===== src/rtl/xcvr_pkg.sv =====
package xcvr_pkg;
   typedef struct packed {
      logic en_n;
      logic le_n;
      logic oe_n;
   } ctrl_t;
endpackage


===== src/rtl/xcvr_store.sv =====
module xcvr_store #(
   parameter int W = 8,
   parameter bit FLOW_THROUGH = 1'b1
) (
   input  logic         clk,
   input  logic         rst_n,
   input  logic         en_n,
   input  logic         le_n,
   input  logic [W-1:0] src,
   output logic [W-1:0] lat
);
   logic         open_w;
   logic [W-1:0] q;

   generate
      if (W < 1) begin : g_bad_w
         $error("xcvr_store: W must be at least 1");
      end
   endgenerate

   assign open_w = rst_n & ~(en_n | le_n);

   always_ff @(posedge clk) begin
      if (!rst_n)      q <= '0;
      else if (open_w) q <= src;
   end

   generate
      if (FLOW_THROUGH) begin : g_flow
         assign lat = open_w ? src : q;
      end else begin : g_reg
         assign lat = q;
      end
   endgenerate


   store_load_chk: assert property (@(posedge clk) disable iff (!rst_n)
      (!en_n && !le_n) |=> q == $past(src));

   store_hold_chk: assert property (@(posedge clk) disable iff (!rst_n)
      (en_n || le_n) |=> q == $past(q));
endmodule


===== src/rtl/xcvr_drive.sv =====
module xcvr_drive #(
   parameter int W = 8,
   parameter bit PARK_ZERO = 1'b1
) (
   input  logic         rst_n,
   input  logic         en_n,
   input  logic         oe_n,
   input  logic [W-1:0] lat,
   output logic [W-1:0] dst_o,
   output logic         dst_oe
);
   assign dst_oe = rst_n & ~(en_n | oe_n);

   generate
      if (PARK_ZERO) begin : g_park
         assign dst_o = dst_oe ? lat : '0;
      end else begin : g_raw
         assign dst_o = lat;
      end
   endgenerate
endmodule


===== src/rtl/xcvr_path.sv =====
module xcvr_path
   import xcvr_pkg::*;
#(
   parameter int W = 8,
   parameter bit FLOW_THROUGH = 1'b1,
   parameter bit PARK_ZERO = 1'b1
) (
   input  logic         clk,
   input  logic         rst_n,
   input  ctrl_t        ctl,
   input  logic [W-1:0] src,
   output logic [W-1:0] dst_o,
   output logic         dst_oe
);
   logic [W-1:0] lat;

   xcvr_store #(.W(W), .FLOW_THROUGH(FLOW_THROUGH)) u_store (
      .clk   (clk),
      .rst_n (rst_n),
      .en_n  (ctl.en_n),
      .le_n  (ctl.le_n),
      .src   (src),
      .lat   (lat)
   );

   xcvr_drive #(.W(W), .PARK_ZERO(PARK_ZERO)) u_drive (
      .rst_n  (rst_n),
      .en_n   (ctl.en_n),
      .oe_n   (ctl.oe_n),
      .lat    (lat),
      .dst_o  (dst_o),
      .dst_oe (dst_oe)
   );
endmodule


===== src/rtl/dual_latch_xcvr.sv =====
module dual_latch_xcvr
   import xcvr_pkg::*;
#(
   parameter int W = 8,
   parameter bit FLOW_THROUGH = 1'b1,
   parameter bit PARK_ZERO = 1'b1
) (
   input  logic         clk,
   input  logic         rst_n,
   input  logic [W-1:0] a_i,
   input  logic [W-1:0] b_i,
   input  logic         ab_en_n,
   input  logic         ab_le_n,
   input  logic         ab_oe_n,
   input  logic         ba_en_n,
   input  logic         ba_le_n,
   input  logic         ba_oe_n,
   output logic [W-1:0] a_o,
   output logic         a_oe,
   output logic [W-1:0] b_o,
   output logic         b_oe,
   output logic         contention
);
   ctrl_t ab_ctl, ba_ctl;

   assign ab_ctl = '{en_n: ab_en_n, le_n: ab_le_n, oe_n: ab_oe_n};
   assign ba_ctl = '{en_n: ba_en_n, le_n: ba_le_n, oe_n: ba_oe_n};

   xcvr_path #(.W(W), .FLOW_THROUGH(FLOW_THROUGH), .PARK_ZERO(PARK_ZERO)) u_ab (
      .clk    (clk),
      .rst_n  (rst_n),
      .ctl    (ab_ctl),
      .src    (a_i),
      .dst_o  (b_o),
      .dst_oe (b_oe)
   );

   xcvr_path #(.W(W), .FLOW_THROUGH(FLOW_THROUGH), .PARK_ZERO(PARK_ZERO)) u_ba (
      .clk    (clk),
      .rst_n  (rst_n),
      .ctl    (ba_ctl),
      .src    (b_i),
      .dst_o  (a_o),
      .dst_oe (a_oe)
   );

   assign contention = a_oe & b_oe;


   always_comb begin
      if (!rst_n) begin
         rst_release_chk: assert (!a_oe && !b_oe);
      end
   end


   ab_pass_chk: assert property (@(posedge clk) disable iff (!rst_n)
      (!ab_en_n && !ab_le_n && !ab_oe_n) |-> (b_oe && b_o == a_i));

   ba_pass_chk: assert property (@(posedge clk) disable iff (!rst_n)
      (!ba_en_n && !ba_le_n && !ba_oe_n) |-> (a_oe && a_o == b_i));

   ab_oe_off_chk: assert property (@(posedge clk) disable iff (!rst_n)
      ab_oe_n |-> !b_oe);

   ab_en_off_chk: assert property (@(posedge clk) disable iff (!rst_n)
      ab_en_n |-> !b_oe);

   contention_chk: assert property (@(posedge clk) disable iff (!rst_n)
      contention |-> (!ab_en_n && !ab_oe_n && !ba_en_n && !ba_oe_n));
endmodule


===== config.mk =====
export PLATFORM = sky130hd
export DESIGN_NAME = dual_latch_xcvr
export DESIGN_NICKNAME = d
export VERILOG_FILES = /design/src/rtl/xcvr_pkg.sv /design/src/rtl/xcvr_store.sv /design/src/rtl/xcvr_drive.sv /design/src/rtl/xcvr_path.sv /design/src/rtl/dual_latch_xcvr.sv
export SDC_FILE = /design/constraint.sdc
export NUM_CORES = 1
export LEC_CHECK = 0
export BUFFER_PORTS_ARGS = -buffer_cell sky130_fd_sc_hd__buf_4
export CAP_MARGIN = 20
export CORE_ASPECT_RATIO = 0.9
export CORE_UTILIZATION = 45
export CTS_CLUSTER_DIAMETER = 200
export DETAILED_ROUTE_END_ITERATION = 8
export MAX_ROUTING_LAYER = met4
export PLACE_DENSITY = 0.75
export SYNTH_ARGS = -nofsm -noshare
export SYNTH_HDL_FRONTEND = slang
export SYNTH_SLANG_ARGS = --single-unit

===== constraint.sdc =====
create_clock -name clk -period 1.5 [get_ports clk]
set_input_delay 0.3 -clock clk [delete_from_list [all_inputs] [get_ports clk]]
set_output_delay 0.3 -clock clk [all_outputs]
set_load 0.01 [all_outputs]

==> results of run 1 <==
synth_stat cells:
cell,instances
sky130_fd_sc_hd__buf_2,7
sky130_fd_sc_hd__buf_6,2
sky130_fd_sc_hd__clkbuf_1,5
sky130_fd_sc_hd__dfxtp_1,16
sky130_fd_sc_hd__inv_1,2
sky130_fd_sc_hd__mux2i_1,16
sky130_fd_sc_hd__nand2_1,16
sky130_fd_sc_hd__nor2_1,16
sky130_fd_sc_hd__nor3_2,1
sky130_fd_sc_hd__o211ai_1,16
sky130_fd_sc_hd__o21ai_0,14
sky130_fd_sc_hd__o21ai_1,2
sky130_fd_sc_hd__or2_0,2
sky130_fd_sc_hd__or3b_1,2
registers in the layout, indices dropped and copies added (netlist names):
signal,cells
u_ba.u_store.q,8
u_ab.u_store.q,8
path summary, 6_finish.rpt:
kind	startpoint	end	slack, ns	cells past startpoint
max reg2reg	u_ab.u_store.q[2]	u_ab.u_store.q[2]	0.81	2
min	b_i[1]	u_ba.u_store.q[1]	0.25	3
min reg2reg	u_ba.u_store.q[7]	u_ba.u_store.q[7]	0.50	2
max	ba_oe_n	a_o[4]	0.06	4
logic make-up after synthesis:
group           after synthesis  share of synthesized area (%)
mux                          16                           17.3
compound gates               32                           21.7
flops                        16                           34.6
simple gates                 37                           17.3
buf+inv                      16                           9.07
area by class of cell:
cell class / count / area [um2] / area share, %
Multi-Input combinational cell: 85 / 526 / 41.3
Sequential cell: 16 / 320 / 25.1
Inverter: 2 / 7.51 / 0.589
Clock buffer: 4 / 36.3 / 2.85
Timing Repair Buffer: 47 / 353 / 27.7
Tap cell: 25 / 31.3 / 2.46
tightest hold or removal path, stage by stage:
cell and delay (ns):
sky130_fd_sc_hd__buf_4 0.11, sky130_fd_sc_hd__nand2_1 0.05, sky130_fd_sc_hd__o21ai_1 0.05
power by group through the flow:
stage / registers [mW] / logic [mW] / clock network (mW)
final: 0.457 / 0.199 / 0.294
after global routing: 0.459 / 0.215 / 0.321
after CTS: 0.456 / 0.197 / 0.299
after detailed placement: 0.466 / 0.195 / 0
after global placement: 0.464 / 0.187 / 0
after floorplan: 0.463 / 0.111 / 0
stage by stage:
step | power [mW] | instance area, um2 | utilization, % | setup WS [ns]
after floorplan | 0.574 | 925 | - | 0.0894
after global placement | 0.652 | 1230 | 63.8 | -0.0468
after detailed placement | 0.661 | 1230 | 63.8 | -0.0633
after CTS | 0.953 | 1270 | 65.9 | 0.0449
after global routing | 0.996 | 1270 | 65.9 | 0.0193
final | 0.950 | 1270 | 65.9 | 0.0568
routing by layer:
layer	GRT usage, %	vias to the layer above	wire length, um
met5	-	-	0
met4	5.14	0	0
met3	6.40	0	121
met2	39.2	31	1150
met1	29.3	450	1170
li1	-	479	-
==> parameters.txt, run 1 <==
Parameter                              Value

CTS
  Buffer type at the clock tree root    sky130_fd_sc_hd__clkbuf_4
  Post-CTS Setup Inserts    0
  Clock-pin slew on the worst setup and hold paths    0.10 ns
  H-tree level count    1
  Clock Tree Buf Depth    2
  Num CTS Buffers    3
  Hold buffers post-CTS    0
  TritonCTS sink count    16
  Clk Latency, worst-skew pair    0.29 ns
  PostCTS Resize Cnt    2
  TritonCTS clock tree    done

Synth
  Gate count of the mapped netlist    117
  Mean Syn Cell Area    7.90 um2
  Mapped cell area    925 um2
  Synth top area cells    sky130_fd_sc_hd__dfxtp_1 (35%), sky130_fd_sc_hd__mux2i_1 (17%), sky130_fd_sc_hd__o211ai_1 (13%)
  Sequential element share of the synthesized area    34.6%
  Cell type with the highest aggregate area in the netlist    sky130_fd_sc_hd__dfxtp_1
  Number of nets produced by synthesis    141
  Warnings, synthesis    0
  Area share of the largest cell type after synthesis    34.6%
  Number of flip-flops and latches in the synthesized netlist    16
  Unique masters post-synth    14

Place
  Final GP Congestion    0.689
  Dpl cells    175
  Detailed-placement wirelength estimate    1710 um
  Number of port buffers    42

Global routing
  Overall Global Routing Usage    23.7%
  Total congestion overflow after global routing    0
  First-pass GRT wire length    3750 um
  Via count of the first global-routing pass    812
  Antenna violations before repair    0
  Maximum number of pins on one net before global-route repair    18

Worst setup path
  Worst Path Class, Setup    in2out
  Highest cell delay on the worst timing path    0.45 ns
  Critical path peak fanout    9
  Crit-path slowest cell    sky130_fd_sc_hd__or3b_4
  CP required    1.20 ns
  Most frequent cell on the critical path    sky130_fd_sc_hd__buf_4
  Worst EP arrival    1.14 ns
  Ordered cell list for the critical path    buf_4 -> or3b_4 -> nor2_1 -> buf_4
  Critical path's top delay family    simple AND/OR/NAND/NOR gates
  Count of buffer and inverter cells on the critical path    2
  Kind of end point of the critical path    output port
  CP Launch Type    input pin

Drt
  First-pass iteration count of the detailed router    6
  Count of antenna-violating nets left after detailed routing    0
  Detailed router's first-iteration violation count    26
  Remaining routing DRC violations    2
  Detailed Route WL    2440 um
  Vias per cell    5.36
  Wire per inst    13.6 um
  Vias    960

Final layout
  Layout-stage area growth over the synthesis result    37.8%
  Number of nets in the final layout    179
  Fraction of final layout cells sized beyond drive strength 1    35.1%
  Number of antenna diodes    0
  Filler cell count    174
  Post-route insts no fill    179
  Most common cell after layout, fill and taps aside    sky130_fd_sc_hd__buf_4

Die
  Standard-cell rows    15
  Area of the die    0.00224 mm2
  Die extent in x    49.8 um
  Area of the core region    0.00193 mm2
  Starting utilization of the core area    47.8%
  I/O pin count    43
  Die Height    45.0 um

Pwr
  Sequential cell fraction of total power    48.1%
  Share of power burned in combinational logic    20.9%
  Cell-internal power    694 uW
  Portion of total power attributed to the clock network    30.9%
  Leakage power    0.597 nW
  Maximum vdd drop    836 uV
  Net load switching power    256 uW
  Power per cell area    746 mW/mm2
  Fraction of power spent switching nets    27.0%

Min path
  Hold crit path type    in2reg

Timing
  Tightest slew margin relative to the limit    73.5%
  Hold violation count in the final report    0
  RSZ-0062 raised after global routing    false
  Number of slew-limit violations in the final report    0
  Final setup vio count    0
  Final min period    1.44 ns
  Hold_ws    0.254 ns
  Transition at the pin with the smallest max-transition slack    0.397 ns
  Setup total negative slack    0 ns
  Share of the cycle needed by the critical path after routing    96.2%
  Timing-limited maximum frequency    0.693 GHz
  Setup Skew    0 ns

Status
  Failing checks    DRC
  Outcome    finished with violations

Flow run
  Max-cap violations    0
Power figures use the tool's default switching activity.
==> run 2: changes to the inputs <==
ABC_AREA = 1   (was default)
CORE_UTILIZATION = 44   (was 45)
PLACE_DENSITY = 0.85   (was 0.75)
==> parameters.txt, run 2 <==
Parameter                              Value

Flow run
  Max-cap violations    0

CTS
  TritonCTS clock tree    done
  H-tree level count    1
  Clk Latency, worst-skew pair    0.28 ns
  Clock Tree Buf Depth    2
  Hold buffers post-CTS    0
  Num CTS Buffers    3
  Clock-pin slew on the worst setup and hold paths    0.09 ns
  TritonCTS sink count    16
  Buffer type at the clock tree root    sky130_fd_sc_hd__clkbuf_4

Synth
  Cell type with the highest aggregate area in the netlist    sky130_fd_sc_hd__dfxtp_1
  Number of flip-flops and latches in the synthesized netlist    16
  Sequential element share of the synthesized area    36.9%
  Gate count of the mapped netlist    143
  Mapped cell area    868 um2
  Unique masters post-synth    10
  Primary FF master, synth    sky130_fd_sc_hd__dfxtp_1
  Number of nets produced by synthesis    167
  EDFF count, synth    0
  List of most frequent post-synthesis cells    sky130_fd_sc_hd__inv_1 (35), sky130_fd_sc_hd__nor2_1 (35), sky130_fd_sc_hd__nand2_1 (32)
  Synth async-reset ratio    0%
  Warnings, synthesis    0
  Area share of the largest cell type after synthesis    36.9%
  Mean Syn Cell Area    6.07 um2
  Synth top area cells    sky130_fd_sc_hd__dfxtp_1 (37%), sky130_fd_sc_hd__inv_1 (15%), sky130_fd_sc_hd__nor2_1 (15%)

Worst setup path
  Critical path peak fanout    5
  CP required    1.20 ns
  Kind of end point of the critical path    output port
  Reg-to-reg critical path startpoint    u_ba.u_store.q[4]
  Worst EP arrival    1.11 ns
  Startpoint of the worst setup timing path    ba_le_n
  CP Launch Type    input pin
  Worst Path Class, Setup    in2out

Drt
  Vias    935
  Detailed router's first-iteration violation count    12
  Vias per cell    4.37
  Wire per inst    9.43 um
  First-pass iteration count of the detailed router    4
  Remaining routing DRC violations    0
  Count of antenna-violating nets left after detailed routing    0
  Detailed Route WL    2020 um

Global routing
  Maximum number of pins on one net before global-route repair    22
  Total congestion overflow after global routing    0
  First-pass GRT wire length    3330 um
  Antenna violations before repair    0
  Overall Global Routing Usage    21.1%
  Via count of the first global-routing pass    821

Timing
  Number of slew-limit violations in the final report    0
  Timing-limited maximum frequency    0.711 GHz
  Tightest slew margin relative to the limit    67.4%
  Share of the cycle needed by the critical path after routing    93.8%
  Final min period    1.41 ns
  RSZ-0062 raised after global routing    false
  Transition at the pin with the smallest max-transition slack    0.488 ns
  Setup total negative slack    0 ns
  Final setup vio count    0
  Setup Skew    0 ns
  Hold violation count in the final report    0

Min path
  Hold crit path type    in2reg
  Hold path startpoint    b_i[0]

Final layout
  Final non-filler cell area    0.00125 mm2
  Flip-flop and latch area    320 um2
  Layout-stage area growth over the synthesis result    43.5%
  Fraction of final layout cells sized beyond drive strength 1    29.5%
  Filler cell count    149
  Largest registers    u_ab.u_store.q (8), u_ba.u_store.q (8)
  Area of combinational cells with multiple inputs    389 um2
  Number of nets in the final layout    216
  Number of antenna diodes    0
  Most frequent cells in the layout    sky130_fd_sc_hd__buf_4 (47), sky130_fd_sc_hd__nor2_1 (35), sky130_fd_sc_hd__inv_1 (35), sky130_fd_sc_hd__nand2_1 (32)
  Most common cell after layout, fill and taps aside    sky130_fd_sc_hd__buf_4

Place
  Placement Cell Area    0.00119 mm2
  Final GP Congestion    0.807
  Detailed-placement wirelength estimate    1540 um
  Number of port buffers    42

Die
  Area of the die    0.00216 mm2
  Die Height    44.1 um
  I/O pin count    43
  Standard-cell rows    14
  Die extent in x    48.8 um
  Starting utilization of the core area    49.6%
  Area of the core region    0.00175 mm2

Pwr
  Maximum vdd drop    559 uV
  Leakage power    0.734 nW
  Power per cell area    694 mW/mm2

Status
  Outcome    finished, final reports clean
## run 2: cell count changes after synthesis, sizes merged
cell,previous run,this run
o21ai,16,0
mux2i,16,0
buf,9,3
o211ai,16,0
nor3,1,0
clkbuf,5,0
nor2,16,37
nand3,0,16
inv,2,35
or3b,2,0
or2,2,0
nand2,16,36
## run 2: logic make-up after synthesis
group	after synthesis	synth area share, %
buffers and inverters	38	18.3
and+or+nand+nor	89	44.8
DFF	16	36.9
## run 2: layout make-up
cell class              instances  share of cell area (%)
well taps                      24                    2.41
clock buffers                   3                    1.81
flip-flops and latches         16                    25.7
inverters                      35                    10.5
multi-input cells              89                    31.2
repair buffers                 47                    28.3
## run 2: per-stage QoR
stage | total power [mW] | std cells | worst slack (ns) | hold WS, ns | util [%]
finish | 0.865 | 214 | 0.0937 | 0.351 | 71.1
global route | 0.912 | 214 | 0.0238 | 0.381 | 71.1
CTS | 0.862 | 209 | 0.0329 | 0.355 | 69.0
detailed placement | 0.648 | 206 | 0.0417 | 0.514 | 67.7
global placement | 0.641 | 206 | 0.0872 | 0.513 | 67.7
floorplan | 0.569 | 143 | 0.348 | 0.494 | -
## run 2: routing by layer
layer / track usage (%) / share of wire (%)
met4: 5.29 / 1.1
met1: 23.8 / 40
met3: 5.15 / 4.2
met2: 37.8 / 55
met5: - / 0
## run 2: critical path: stages
cell and delay, ns:
sky130_fd_sc_hd__buf_4 0.12, sky130_fd_sc_hd__nor2_4 0.17, sky130_fd_sc_hd__buf_4 0.15, sky130_fd_sc_hd__nand3_1 0.07
sky130_fd_sc_hd__nand2_1 0.11, sky130_fd_sc_hd__nor2_1 0.05, sky130_fd_sc_hd__buf_4 0.14
## run 2: worst paths after layout
check | cells past startpoint | slack [ns] | endpoint
hold / removal | 5 | 0.35 | u_ba.u_store.q[0]
hold reg to reg | 4 | 0.53 | u_ab.u_store.q[3]
setup reg to reg | 4 | 0.85 | u_ba.u_store.q[4]
setup / recovery | 7 | 0.09 | a_o[4]
## run 2: report_power, final
part           leakage, nW  switching, mW  internal, mW
sequential           0.131        0.00543         0.447
combinational        0.589          0.103        0.0917
clock               0.0138          0.124        0.0932
## run 2: repair_timing
item	CTS	global route
setup endpoints to repair	0	16
resized for setup	0	0
setup buffers	0	5
==> run 3: changes to the inputs <==
ABC_AREA = 0   (was 1)
CORE_UTILIZATION = 45   (was 44)
PLACE_DENSITY = 0.86   (was 0.85)
==> parameters.txt, run 3 (synthesis gave the netlist of run 1 again) <==
Parameter                              Value

Pwr
  Leakage power    0.597 nW
  Power per cell area    754 mW/mm2
  Maximum vdd drop    453 uV

Worst setup path
  Ordered cell list for the critical path    buf_4 -> or3b_4 -> nor2_1 -> buf_4
  CP required    1.20 ns
  CP Launch Type    input pin
  Highest cell delay on the worst timing path    0.45 ns
  Most frequent cell on the critical path    sky130_fd_sc_hd__buf_4
  Worst Path Class, Setup    in2out
  Worst EP arrival    1.14 ns
  Kind of end point of the critical path    output port
  Critical path peak fanout    9
  Crit-path slowest cell    sky130_fd_sc_hd__or3b_4

Timing
  RSZ-0062 raised after global routing    false
  Share of the cycle needed by the critical path after routing    96.1%
  Timing-limited maximum frequency    0.693 GHz
  Final setup vio count    0
  Tightest slew margin relative to the limit    71.6%
  Hold_ws    0.234 ns
  Final worst setup slack    0.0579 ns
  Transition at the pin with the smallest max-transition slack    0.426 ns
  Setup Skew    0 ns
  Hold violation count in the final report    0
  Number of slew-limit violations in the final report    0
  Final min period    1.44 ns

Status
  Outcome    finished with violations
  Failing checks    DRC

CTS
  Clk Latency, worst-skew pair    0.30 ns
  TritonCTS clock tree    done
  TritonCTS sink count    16
  H-tree level count    1
  Clock-pin slew on the worst setup and hold paths    0.10 ns
  Buffer type at the clock tree root    sky130_fd_sc_hd__clkbuf_4
  Clock Tree Buf Depth    2
  Hold buffers post-CTS    0
  Num CTS Buffers    3

Drt
  Count of antenna-violating nets left after detailed routing    0
  Vias    956
  Remaining routing DRC violations    2
  Wire per inst    13.2 um
  Detailed router's first-iteration violation count    24
  First-pass iteration count of the detailed router    6
  Vias per cell    5.34
  Detailed Route WL    2370 um

Place
  Number of port buffers    42
  Dpl cells    175
  Detailed-placement wirelength estimate    1700 um
  Worst slack, placed    -0.0587 ns
  Final GP Congestion    0.831

Flow run
  Max-cap violations    0

Final layout
  Area of combinational cells with multiple inputs    526 um2
  Largest registers    u_ab.u_store.q (8), u_ba.u_store.q (8)
  Number of antenna diodes    0
  Layout-stage area growth over the synthesis result    37.8%
  Post-route insts no fill    179
  Number of nets in the final layout    179
  Flip-flop and latch area    320 um2
  Filler cell count    155
  Most common cell after layout, fill and taps aside    sky130_fd_sc_hd__buf_4
  Fraction of final layout cells sized beyond drive strength 1    35.1%

Global routing
  Antenna violations before repair    0
  Total congestion overflow after global routing    0
  Maximum number of pins on one net before global-route repair    18
  First-pass GRT wire length    3620 um
  Overall Global Routing Usage    22.5%
  Via count of the first global-routing pass    862

Die
  Area of the die    0.00224 mm2
  Starting utilization of the core area    47.8%
  Standard-cell rows    15
  Die Height    45.0 um
  I/O pin count    43
  Die extent in x    49.8 um
  Area of the core region    0.00193 mm2

Min path
  Hold crit path type    in2reg
-- run 3: cell types whose count changed in the layout (fill, tap and decap cells not counted), moves of 14 or more --
cell	before	now
sky130_fd_sc_hd__inv_1	35	2
sky130_fd_sc_hd__nor2_1	35	16
sky130_fd_sc_hd__mux2i_1	0	16
sky130_fd_sc_hd__nand2_1	32	16
sky130_fd_sc_hd__nand3_1	16	0
sky130_fd_sc_hd__o211ai_1	0	16
sky130_fd_sc_hd__o21ai_0	0	14
-- run 3: worst max-delay path, delay by kind of cell --
kind,cells,cell delay [ns]
AND/OR/NAND/NOR,2,0.59
buffers and inverters,2,0.26
-- run 3: through the flow --
step                      power [mW]  cell area (um2)  utilization, %  TNS (ns)
after floorplan                0.574              925               -         0
after global placement         0.651             1230            63.8    -0.192
after detailed placement       0.659             1230            63.8    -0.555
after CTS                      0.955             1270            65.9         0
after global routing           0.995             1270            65.9         0
final                          0.961             1270            65.9         0
-- run 3: worst paths after layout --
kind                            slack [ns]  cells past startpoint              start           endpoint
worst min-delay path                  0.23                      3             b_i[1]  u_ba.u_store.q[1]
worst min register to register        0.49                      2  u_ba.u_store.q[1]  u_ba.u_store.q[1]
worst max register to register        0.85                      2  u_ab.u_store.q[7]  u_ab.u_store.q[7]
worst max-delay path                  0.06                      4            ba_oe_n             a_o[0]
-- run 3: layer usage --
metal / global-route usage, % / vias up / part of all wire (%)
li1: - / 478 / -
met5: - / - / 0
met3: 5.39 / 3 / 4.5
met4: 9.71 / 0 / 1.0
met1: 25.0 / 447 / 43
met2: 39.2 / 28 / 51
-- run 3: layout make-up --
| type | instances | share of cell area, % |
|---|---|---|
| sequential | 16 | 25.1 |
| inverter | 2 | 0.589 |
| timing repair buffer | 47 | 27.7 |
| clock buffer | 4 | 2.85 |
| tap | 25 | 2.46 |
| multi-input combinational | 85 | 41.3 |
-- run 3: where the power goes --
part	internal (mW)	total (mW)	switching, mW
Clock	0.148	0.306	0.157
Combinational	0.100	0.199	0.0982
Sequential	0.446	0.456	0.0105
-- run 3: timing repair --
item	4_1_cts	5_1_grt
endpoints found under the setup margin	17	0
gates resized for setup	2	0
buffers inserted	0	0
